`config.mk`:
```
export PLATFORM = sky130hd
export DESIGN_NAME = bus_sizer
export DESIGN_NICKNAME = d
export VERILOG_FILES = /design/src/rtl/bsz_pkg.sv /design/src/rtl/bsz_ctrl.sv /design/src/rtl/bsz_datapath.sv /design/src/rtl/bus_sizer.sv
export SDC_FILE = /design/constraint.sdc
export NUM_CORES = 1
export LEC_CHECK = 0
export BUFFER_PORTS_ARGS = -buffer_cell sky130_fd_sc_hd__buf_2
export CAP_MARGIN = 40
export CORE_AREA = 5 5 125 127
export CTS_CLUSTER_SIZE = 14
export DETAILED_ROUTE_END_ITERATION = 10
export DIE_AREA = 0 0 130 132
export PLACE_DENSITY = 0.77
export REMOVE_ABC_BUFFERS = 1
export SYNTH_ARGS = -nofsm -noshare
export SYNTH_HDL_FRONTEND = slang
export SYNTH_SLANG_ARGS = --single-unit
```
`constraint.sdc`:
```
create_clock -name clk -period 3.5 [get_ports clk]
set_clock_uncertainty 0.05 [all_clocks]
set_input_delay 0.175 -clock clk [delete_from_list [all_inputs] [get_ports clk]]
set_output_delay 0.175 -clock clk [all_outputs]
set_load 0.01 [all_outputs]
```
`src/rtl/bsz_pkg.sv`:
```
package bsz_pkg;

  localparam int OPW = 32;
  localparam int LANEW = 16;
  localparam int NBYTES = OPW / 8;

  localparam logic [1:0] SZ_LONG = 2'b00;
  localparam logic [1:0] SZ_BYTE = 2'b01;
  localparam logic [1:0] SZ_WORD = 2'b10;
  localparam logic [1:0] SZ_TRIP = 2'b11;

  localparam logic [1:0] ACK_IDLE = 2'b00;
  localparam logic [1:0] ACK_P16 = 2'b01;
  localparam logic [1:0] ACK_P8 = 2'b10;
  localparam logic [1:0] ACK_ERR = 2'b11;

  typedef enum logic [2:0] {
    ST_IDLE,
    ST_ADDR,
    ST_WAIT,
    ST_TERM,
    ST_FAST,
    ST_DONE
  } seqState_e;

  // strobes from control to datapath
  typedef struct packed {
    logic load;
    logic capture;
    logic advance;
    logic useNow;
    logic port16;
  } seqCtl_t;

  function automatic logic [2:0] sizeToBytes(input logic [1:0] code);
    case (code)
      SZ_BYTE: return 3'd1;
      SZ_WORD: return 3'd2;
      SZ_TRIP: return 3'd3;
      default: return 3'd4;
    endcase
  endfunction

  function automatic logic [1:0] bytesToSize(input logic [2:0] cnt);
    case (cnt)
      3'd4: return SZ_LONG;
      3'd3: return SZ_TRIP;
      3'd2: return SZ_WORD;
      default: return SZ_BYTE;
    endcase
  endfunction

endpackage

```
`src/rtl/bsz_ctrl.sv`:
```
module bsz_ctrl
  import bsz_pkg::*;
#(
  parameter int WW = 3
) (
  input  logic          clk,
  input  logic          rstN,
  input  logic          reqValid,
  input  logic          reqWrite,
  input  logic [1:0]    reqSize,
  input  logic          reqAddr0,
  input  logic          reqFast,
  input  logic          reqPort16,
  input  logic [WW-1:0] reqWaits,
  input  logic [1:0]    ackIn,
  input  logic          lastNow,
  output seqCtl_t       ctl,
  output logic          reqReady,
  output logic          busActive,
  output logic          busStart,
  output logic          busRw,
  output logic          done,
  output logic          doneErr
);

  seqState_e state, stateNext;
  logic isWrite;
  logic fastMode;
  logic fastP16;
  logic [WW-1:0] waitLim;
  logic [WW-1:0] waitCnt;
  logic errFlag;
  logic badReq;
  logic take;
  logic fastHit;

  assign badReq = (reqSize == SZ_TRIP) || ((reqSize != SZ_BYTE) && reqAddr0);
  assign take = (state == ST_IDLE) && reqValid;
  assign fastHit = (state == ST_FAST) && (waitCnt == waitLim);

  always_comb begin
    ctl = '0;
    stateNext = state;
    case (state)
      ST_IDLE: begin
        if (reqValid) begin
          ctl.load = !badReq;
          stateNext = badReq ? ST_DONE : ST_ADDR;
        end
      end
      ST_ADDR: stateNext = fastMode ? ST_FAST : ST_WAIT;
      ST_WAIT: begin
        if (ackIn == ACK_ERR) begin
          stateNext = ST_TERM;
        end else if (ackIn != ACK_IDLE) begin
          ctl.capture = 1'b1;
          ctl.port16 = (ackIn == ACK_P16);
          stateNext = ST_TERM;
        end
      end
      ST_TERM: begin
        if (errFlag) begin
          stateNext = ST_DONE;
        end else begin
          ctl.advance = 1'b1;
          stateNext = lastNow ? ST_DONE : ST_ADDR;
        end
      end
      ST_FAST: begin
        ctl.port16 = fastP16;
        if (fastHit) begin
          ctl.capture = 1'b1;
          ctl.advance = 1'b1;
          ctl.useNow = 1'b1;
          stateNext = lastNow ? ST_DONE : ST_ADDR;
        end
      end
      ST_DONE: stateNext = ST_IDLE;
      default: stateNext = ST_IDLE;
    endcase
  end

  always_ff @(posedge clk) begin
    if (!rstN) begin
      state <= ST_IDLE;
      isWrite <= 1'b0;
      fastMode <= 1'b0;
      fastP16 <= 1'b0;
      waitLim <= '0;
      waitCnt <= '0;
      errFlag <= 1'b0;
    end else begin
      state <= stateNext;
      if (take) begin
        isWrite <= reqWrite;
        fastMode <= reqFast;
        fastP16 <= reqPort16;
        waitLim <= reqWaits;
        errFlag <= badReq;
      end
      if ((state == ST_WAIT) && (ackIn == ACK_ERR)) begin
        errFlag <= 1'b1;
      end
      if (state == ST_ADDR) begin
        waitCnt <= '0;
      end else if ((state == ST_FAST) && !fastHit) begin
        waitCnt <= waitCnt + 1'b1;
      end
    end
  end

  assign reqReady = (state == ST_IDLE);
  assign busStart = (state == ST_ADDR);
  assign busActive = (state == ST_ADDR) || (state == ST_WAIT) ||
                     (state == ST_TERM) || (state == ST_FAST);
  assign busRw = !isWrite;
  assign done = (state == ST_DONE);
  assign doneErr = (state == ST_DONE) && errFlag;

endmodule

```
`src/rtl/bsz_datapath.sv`:
```
module bsz_datapath
  import bsz_pkg::*;
#(
  parameter int AW = 24
) (
  input  logic             clk,
  input  logic             rstN,
  input  seqCtl_t          ctl,
  input  logic [1:0]       reqSize,
  input  logic [AW-1:0]    reqAddr,
  input  logic [OPW-1:0]   reqWdata,
  input  logic [LANEW-1:0] busDin,
  output logic [AW-1:0]    busAddr,
  output logic [1:0]       busSize,
  output logic [LANEW-1:0] busDout,
  output logic [OPW-1:0]   rdata,
  output logic             lastNow
);

  localparam int IDXW = $clog2(NBYTES);

  logic [AW-1:0] addrReg;
  logic [2:0] remReg;
  logic [2:0] origReg;
  logic [1:0] accReg;
  logic [7:0] wB [NBYTES];
  logic [7:0] rB [NBYTES];
  logic [OPW-1:0] wAligned;
  logic [OPW-1:0] rPacked;
  logic [2:0] reqBytes;
  logic [IDXW-1:0] off;
  logic [IDXW-1:0] offNext;
  logic a0;
  logic wideTwo;
  logic [1:0] accNow;
  logic [1:0] accSel;
  logic [7:0] firstVal;

  assign reqBytes = sizeToBytes(reqSize);
  assign off = IDXW'(origReg - remReg);
  assign offNext = off + 1'b1;
  assign a0 = addrReg[0];
  assign wideTwo = ctl.port16 && !a0 && (remReg >= 3'd2);
  assign accNow = wideTwo ? 2'd2 : 2'd1;
  assign accSel = ctl.useNow ? accNow : accReg;
  assign lastNow = ({1'b0, accSel} == remReg);
  assign firstVal = (ctl.port16 && a0) ? busDin[7:0] : busDin[15:8];

  // write operand shifted so its first byte sits in the top lane
  assign wAligned = reqWdata << (6'(8) * (6'(NBYTES) - 6'(reqBytes)));

  always_ff @(posedge clk) begin
    if (!rstN) begin
      addrReg <= '0;
      remReg <= '0;
      origReg <= '0;
      accReg <= 2'd1;
    end else if (ctl.load) begin
      addrReg <= reqAddr;
      remReg <= reqBytes;
      origReg <= reqBytes;
      accReg <= 2'd1;
    end else begin
      if (ctl.capture) accReg <= accNow;
      if (ctl.advance) begin
        addrReg <= addrReg + AW'(accSel);
        remReg <= remReg - {1'b0, accSel};
      end
    end
  end

  for (genvar gi = 0; gi < NBYTES; gi++) begin : g_byte
    always_ff @(posedge clk) begin
      if (!rstN) begin
        wB[gi] <= '0;
        rB[gi] <= '0;
      end else if (ctl.load) begin
        wB[gi] <= wAligned[OPW-1-8*gi -: 8];
        rB[gi] <= '0;
      end else if (ctl.capture) begin
        if (off == IDXW'(gi)) begin
          rB[gi] <= firstVal;
        end else if (wideTwo && (offNext == IDXW'(gi))) begin
          rB[gi] <= busDin[7:0];
        end
      end
    end
    assign rPacked[OPW-1-8*gi -: 8] = rB[gi];
  end

  assign rdata = rPacked >> (6'(8) * (6'(NBYTES) - 6'(origReg)));
  assign busAddr = addrReg;
  assign busSize = bytesToSize(remReg);
  assign busDout = {wB[off], (a0 || (remReg < 3'd2)) ? wB[off] : wB[offNext]};

endmodule

```
`src/rtl/bus_sizer.sv`:
```
module bus_sizer
  import bsz_pkg::*;
#(
  parameter int AW = 24,
  parameter int WW = 3
) (
  input  logic          clk,
  input  logic          rstN,
  input  logic          reqValid,
  output logic          reqReady,
  input  logic          reqWrite,
  input  logic [1:0]    reqSize,
  input  logic [AW-1:0] reqAddr,
  input  logic [31:0]   reqWdata,
  input  logic          reqFast,
  input  logic          reqPort16,
  input  logic [WW-1:0] reqWaits,
  output logic          done,
  output logic          doneErr,
  output logic [31:0]   rdata,
  output logic          busActive,
  output logic          busStart,
  output logic          busRw,
  output logic [1:0]    busSize,
  output logic [AW-1:0] busAddr,
  output logic [15:0]   busDout,
  input  logic [15:0]   busDin,
  input  logic [1:0]    ackIn
);

  seqCtl_t ctl;
  logic lastNow;

  bsz_ctrl #(.WW(WW)) ctrlInst (
    .clk(clk), .rstN(rstN), .reqValid(reqValid), .reqWrite(reqWrite),
    .reqSize(reqSize), .reqAddr0(reqAddr[0]), .reqFast(reqFast),
    .reqPort16(reqPort16), .reqWaits(reqWaits), .ackIn(ackIn),
    .lastNow(lastNow), .ctl(ctl), .reqReady(reqReady),
    .busActive(busActive), .busStart(busStart), .busRw(busRw),
    .done(done), .doneErr(doneErr)
  );

  bsz_datapath #(.AW(AW)) dpInst (
    .clk(clk), .rstN(rstN), .ctl(ctl), .reqSize(reqSize),
    .reqAddr(reqAddr), .reqWdata(reqWdata), .busDin(busDin),
    .busAddr(busAddr), .busSize(busSize), .busDout(busDout),
    .rdata(rdata), .lastNow(lastNow)
  );

endmodule

```
==> flow_metrics.py, run 1 <==
metrics = {
    "finish": {
        "multi_input_area_mm2": 0.00388,
        "area_delta_synth_final_pct": 18.4,
        "drive_above_1_share_pct": 25.5,
        "nets": 1013,
        "seq_area_mm2": 0.00282,
        "fillers": 1263,
    },
    "floorplan": {
        "initial_core_util_pct": 48.8,
        "ioPinCount": 165,
        "placementRows": 44,
        "die_height_um": 132,
        "die_area_mm2": 0.0172,
        "core_area_mm2": 0.0143,
        "die_x_um": 130,
    },
    "pwr": {
        "switchingPower_w": 0.00151,
        "leakagePower_nw": 3.34,
        "seqPwrFrac_pct": 39.3,
        "p_per_area_mw_per_mm2": 509,
        "p_sw_share_pct": 36.0,
        "p_int_w": 0.00269,
        "ir_drop_mv": 0.244,
        "clock_power_share_pct": 21.9,
        "pwr-share-comb_pct": 38.8,
        "power_w": 0.00420,
    },
    "worst_setup_path": {
        "crit_fanout": 17,
        "cp.arrival_ns": 3.43,
        "crit_family": "simple AND/OR/NAND/NOR gates",
        "crit_buf_inv": 1,
        "path_class": "reg2reg",
        "cpPeakStageDelay_ns": 0.67,
        "cp.required_ns": 3.73,
        "crit_path_start_kind": "register",
        "path_cells": "or3b_1 -> and4b_1 -> buf_4 -> a21oi_1 -> ha_1 -> fa_1 -> o211ai_1 -> or4_1 -> a31oi_1",
        "end_kind": "register",
        "crit_slowest_cell": "dfxtp_1",
    },
    "detailed_routing": {
        "finalWirelength_mm": 18.6,
        "drcViolationCount": 0,
        "wire_per_inst_um": 17.0,
        "detailedRoute.firstIterationViolations": 567,
        "ant_nets": 0,
        "vias": 6304,
        "first_pass_iters": 5,
        "vias_per_cell": 5.76,
    },
    "yosys": {
        "async_flop_share_pct": 0,
        "yosysSeqAreaShare_pct": 40.4,
        "synth-seq-cells": 109,
        "synthesis.area_mm2": 0.00698,
        "synth_top_flop_cell": "edfxtp_1",
        "synth_cells": 759,
        "yosys_warnings": 0,
        "synth_cell_type_count": 55,
        "synth-edff-count": 64,
        "synth_area_per_cell_um2": 9.20,
    },
    "clock_tree": {
        "cts.sinks": 109,
        "post_cts_resized": 0,
        "clockBufferDepth": 2,
        "cts.clk_slew.worst_paths_ns": 0.07,
        "cts_tree": "yes",
        "clk_latency_ns": 0.35,
        "cts_buffers": 9,
        "post_cts_buffers": 0,
        "cts_root_buf": "clkbuf_16",
        "holdBufCountCts": 0,
        "htreeDepth": 3,
    },
    "run_status": {
        "outcome": "finished clean",
    },
    "grt": {
        "grt.total_usage_pct": 21.4,
        "antenna_found_initial": 1,
        "grt_pass1_wl_mm": 29.8,
        "grt_pass1_vias": 5841,
        "gr-total-overflow": 0,
        "grt_max_degree": 55,
    },
    "sta": {
        "worst_pin_slew_ns": 0.736,
        "max_freq_ghz": 0.312,
        "drv_slew": 0,
        "setup_ws_ns": 0.297,
        "slew_headroom_pct": 49.5,
        "whs_ns": 0.00897,
        "layout_worst_path_cycle_share_pct": 91.5,
        "min_period_ns": 3.20,
        "hold_violations": 0,
        "grt_setup_unrepaired": "false",
        "setup_viol": 0,
    },
    "min_path": {
        "hold_path.class": "in2reg",
    },
    "run": {
        "maxCapViolations": 0,
    },
    "placement": {
        "gp_congestion": 0.915,
        "pre_cts_slack_ns": 0.207,
        "io_buffers": 164,
        "dp_hpwl_mm": 13.5,
    },
}
-- cell usage after synthesis (11+ instances only) --
library cell	number	area, um2
nor2_1	88	330
ha_1	22	275
a22oi_1	26	195
dfxtp_1	45	901
a211oi_1	36	270
or3_1	12	75.1
edfxtp_1	64	1920
a31oi_1	29	181
o21ai_0	43	215
nand3_1	19	95.1
clkbuf_1	37	139
nor2b_1	13	81.3
and2_1	22	138
inv_1	19	71.3
mux2i_1	33	330
a21oi_1	32	160
and3_1	11	68.8
nand2_1	77	289
mux4_2	16	360
-- power groups by stage --
stage	Sequential [W]	Clock (W)	Combinational [W]
2_1_floorplan	0.00168	0	0.00103
3_3_place_gp	0.00167	0	0.00161
3_5_place_dp	0.00168	0	0.00163
4_1_cts	0.00165	0.000927	0.00164
5_1_grt	0.00167	0.000985	0.00180
6_report	0.00165	0.000921	0.00163
-- flip-flops by register name, indices dropped and copies added, names as in the netlist, 2 cells and up --
name and flops:
dpInst.rB 32, dpInst.wB 32, dpInst.busAddr 24, ctrlInst.state 3, ctrlInst.waitCnt 3, ctrlInst.waitLim 3
dpInst.origReg 3, dpInst.remReg 3, dpInst.accReg 2
-- final cells by class --
cell class	count	area share, %
sequential	109	34.1
tap	184	2.78
clock buffer	12	2.86
inverter	21	0.953
antenna	1	0.0303
clock inverter	4	0.227
timing repair buffer	187	12.0
multi-input combinational	576	47.0
-- per-stage QoR --
stage,cells,instance area [um2],utilization (%),setup TNS [ns]
floorplan,706,6770,-,-26.35
global placement,1077,8010,55.9,0
detailed placement,1077,8010,55.9,0
CTS,1093,8260,57.7,0
global route,1094,8270,57.8,0
finish,1094,8270,57.8,0
-- worst paths after layout --
check | cells past startpoint | from | endpoint | slack (ns)
worst min-delay path | 3 | reqWaits[0] | ctrlInst.waitLim[0] | 0.009
worst max-delay path | 9 | ctrlInst.state[1] | dpInst.busAddr[22] | 0.30
worst max register to register | 9 | ctrlInst.state[1] | dpInst.busAddr[22] | 0.30
worst min register to register | 2 | dpInst.origReg[2] | dpInst.origReg[2] | 0.42
-- worst min-delay path: cells and delay by family --
family	cells	cell delay (ns)
buf+inv	1	0.07
simple gates	1	0.07
mux	1	0.05
-- cells by family after synthesis --
family	after synthesis	synth area share, %
buffers and inverters	74	4.16
XOR/XNOR	17	2.13
flip-flops	109	40.4
AND/OR/NAND/NOR	280	19.3
adder cells (fa/ha/maj)	24	4.52
multiplexers	53	10.5
AO/OA/AOI/OAI	202	18.9
-- cell usage in the layout (no fill, tap or decap), drive strengths merged, types with 3 or more instances in the layout --
cell type / count
a211oi: 37
a21oi: 32
a22oi: 26
a311oi: 4
a31oi: 29
and2: 22
and3: 11
and3b: 3
and4: 4
buf: 187
clkbuf: 12
clkinv: 3
dfxtp: 45
edfxtp: 64
ha: 22
inv: 22
mux2: 4
mux2i: 33
mux4: 16
nand2: 77
nand2b: 4
nand3: 19
nand3b: 3
nand4: 7
nor2: 89
nor2b: 13
nor3: 4
o2111ai: 6
o211ai: 4
o21ai: 43
o22a: 8
o22ai: 3
or2: 4
or3: 12
xnor2: 8
xor2: 9
-- metal layers --
layer / share of wire [%] / GRT usage, % / up-vias
met5: 0 / 0 / -
met4: 1.1 / 5.77 / 0
met3: 7.6 / 3.28 / 15
met2: 49 / 35.4 / 248
met1: 43 / 29.3 / 2946
li1: - / - / 3095
No activity file was read; power rests on OpenSTA's default activity.
==> inputs of run 2 (changes only) <==
BUFFER_PORTS_ARGS = -buffer_cell sky130_fd_sc_hd__buf_4   (was -buffer_cell sky130_fd_sc_hd__buf_2)
HOLD_SLACK_MARGIN = 0.12   (was unset)
==> run 2 against run 1 <==
Net effect:
- fmax rose by 1.7%
- wire length rose by 4.5%
- utilization rose by 5.3 points
- die area did not move
- clock power rose by 9%
- global-route usage rose by 0.93 points
- count of clock-buffer cells in the layout did not move
- worst setup slack improved by 0.053 ns
- critical endpoint is now busDout[6]
- sequential cell count did not move
==> flow_metrics.py, run 2 (same netlist as run 1, synthesis figures left out) <==
metrics = {
    "min_path": {
        "hold_path.class": "in2reg",
    },
    "floorplan": {
        "die_x_um": 130,
        "die_height_um": 132,
        "initial_core_util_pct": 48.8,
        "placementRows": 44,
        "die_area_mm2": 0.0172,
        "ioPinCount": 165,
        "core_area_mm2": 0.0143,
    },
    "detailed_routing": {
        "wire_per_inst_um": 17.2,
        "detailedRoute.firstIterationViolations": 524,
        "drcViolationCount": 0,
        "vias": 6545,
        "finalWirelength_mm": 19.4,
        "ant_nets": 0,
        "first_pass_iters": 5,
        "vias_per_cell": 5.82,
    },
    "pwr": {
        "ir_drop_mv": 0.292,
        "power_w": 0.00445,
        "leakagePower_nw": 3.56,
        "p_per_area_mw_per_mm2": 494,
    },
    "finish": {
        "drive_above_1_share_pct": 24.7,
        "area_delta_synth_final_pct": 29.2,
        "nets": 1045,
        "finalNonFillerCells": 1125,
        "fillers": 1189,
        "layout_common_cells": "buf_4 (186), nor2_1 (87), nand2_1 (77)",
        "antenna_cells": 0,
        "final_common_cell": "buf_4",
    },
    "run": {
        "maxCapViolations": 0,
    },
    "worst_setup_path": {
        "crit_fanout": 8,
        "cp.required_ns": 3.27,
        "crit_path_start_kind": "register",
        "path_class": "reg2out",
        "cp.arrival_ns": 2.93,
        "end_kind": "primary output",
    },
    "clock_tree": {
        "htreeDepth": 3,
        "cts_tree": "yes",
        "cts.clk_slew.worst_paths_ns": 0.07,
        "cts.sinks": 109,
        "clk_latency_ns": 0.34,
        "clockBufferDepth": 2,
        "cts_buffers": 9,
        "cts_root_buf": "clkbuf_16",
    },
    "placement": {
        "gp_congestion": 0.865,
        "dp_hpwl_mm": 13.8,
        "io_buffers": 164,
        "dpl.cell_count": 1076,
    },
    "grt": {
        "grt.total_usage_pct": 22.4,
        "antenna_found_initial": 0,
        "grt_pass1_vias": 6254,
        "grt_max_degree": 43,
        "grt_pass1_wl_mm": 31.2,
        "gr-total-overflow": 0,
    },
    "sta": {
        "layout_worst_path_cycle_share_pct": 90.0,
        "hold_violations": 0,
        "setup_viol": 0,
        "worst_pin_slew_ns": 0.734,
        "grt_setup_unrepaired": "false",
        "min_period_ns": 3.15,
        "slew_headroom_pct": 49.7,
        "max_freq_ghz": 0.317,
        "drv_slew": 0,
    },
    "run_status": {
        "outcome": "finished clean",
    },
}
run 2: stage by stage:
| step | area, um2 | utilization, % | hold slack (ns) | setup WS [ns] | TNS (ns) |
|---|---|---|---|---|---|
| floorplan | 6770 | - | 0.243 | -0.546 | -26.35 |
| global route | 9020 | 63.0 | 0.134 | 0.0343 | 0 |
| global placement | 8400 | 58.7 | 0.352 | 0.369 | 0 |
| finish | 9020 | 63.0 | 0.125 | 0.349 | 0 |
| detailed placement | 8410 | 58.7 | 0.357 | 0.231 | 0 |
| CTS | 9010 | 63.0 | 0.124 | 0.217 | 0 |
run 2: final timing paths:
kind | startpoint | endpoint | slack [ns] | cells past startpoint
hold / removal | reqAddr[1] | dpInst.busAddr[1] | 0.13 | 3
setup / recovery | dpInst.origReg[0] | busDout[6] | 0.35 | 10
setup reg to reg | ctrlInst.state[2] | dpInst.busAddr[19] | 0.37 | 9
hold reg to reg | dpInst.origReg[2] | dpInst.origReg[2] | 0.42 | 2
run 2: final cells by class:
class                   count  area [um2]  share of cell area [%]
multi-input cells         576        3880                    43.1
repair buffers            219        1720                    19.1
well taps                 184         230                    2.55
inverters                  21        78.8                   0.874
clock buffers              12         236                    2.62
clock inverters             4        48.8                   0.541
flip-flops and latches    109        2820                    31.3
run 2: critical path: stages, from the launching register on:
cell and delay, ns:
dfxtp_1 0.33, inv_1 0.06, ha_1 0.20, xor2_1 0.19, xnor2_1 0.16, inv_1 0.13, ha_1 0.64, mux4_2 0.56
nand2_1 0.08, nand2_1 0.08, buf_4 0.15
run 2: layer usage:
layer,global-route usage (%),vias up,share of wire (%)
met1,30.2,3079,42
met5,0,-,0
li1,-,3161,-
met2,36.9,285,48
met4,6.29,0,1.7
met3,3.93,20,7.7
run 2: report_power, final:
| group | internal (W) | total, W | switching, W |
|---|---|---|---|
| clock | 0.000554 | 0.00100 | 0.000448 |
| sequential | 0.00152 | 0.00166 | 0.000141 |
| combinational | 0.000828 | 0.00179 | 0.000960 |
| total | 0.00291 | 0.00445 | 0.00155 |
run 2: repair_timing:
| item | in CTS | in global routing |
|---|---|---|
| gates resized for setup | 0 | 1 |
| setup buffers | 0 | 1 |
| hold buffers | 32 | 0 |
| setup endpoints to repair | 0 | 4 |
| hold endpoints to repair | 32 | 0 |
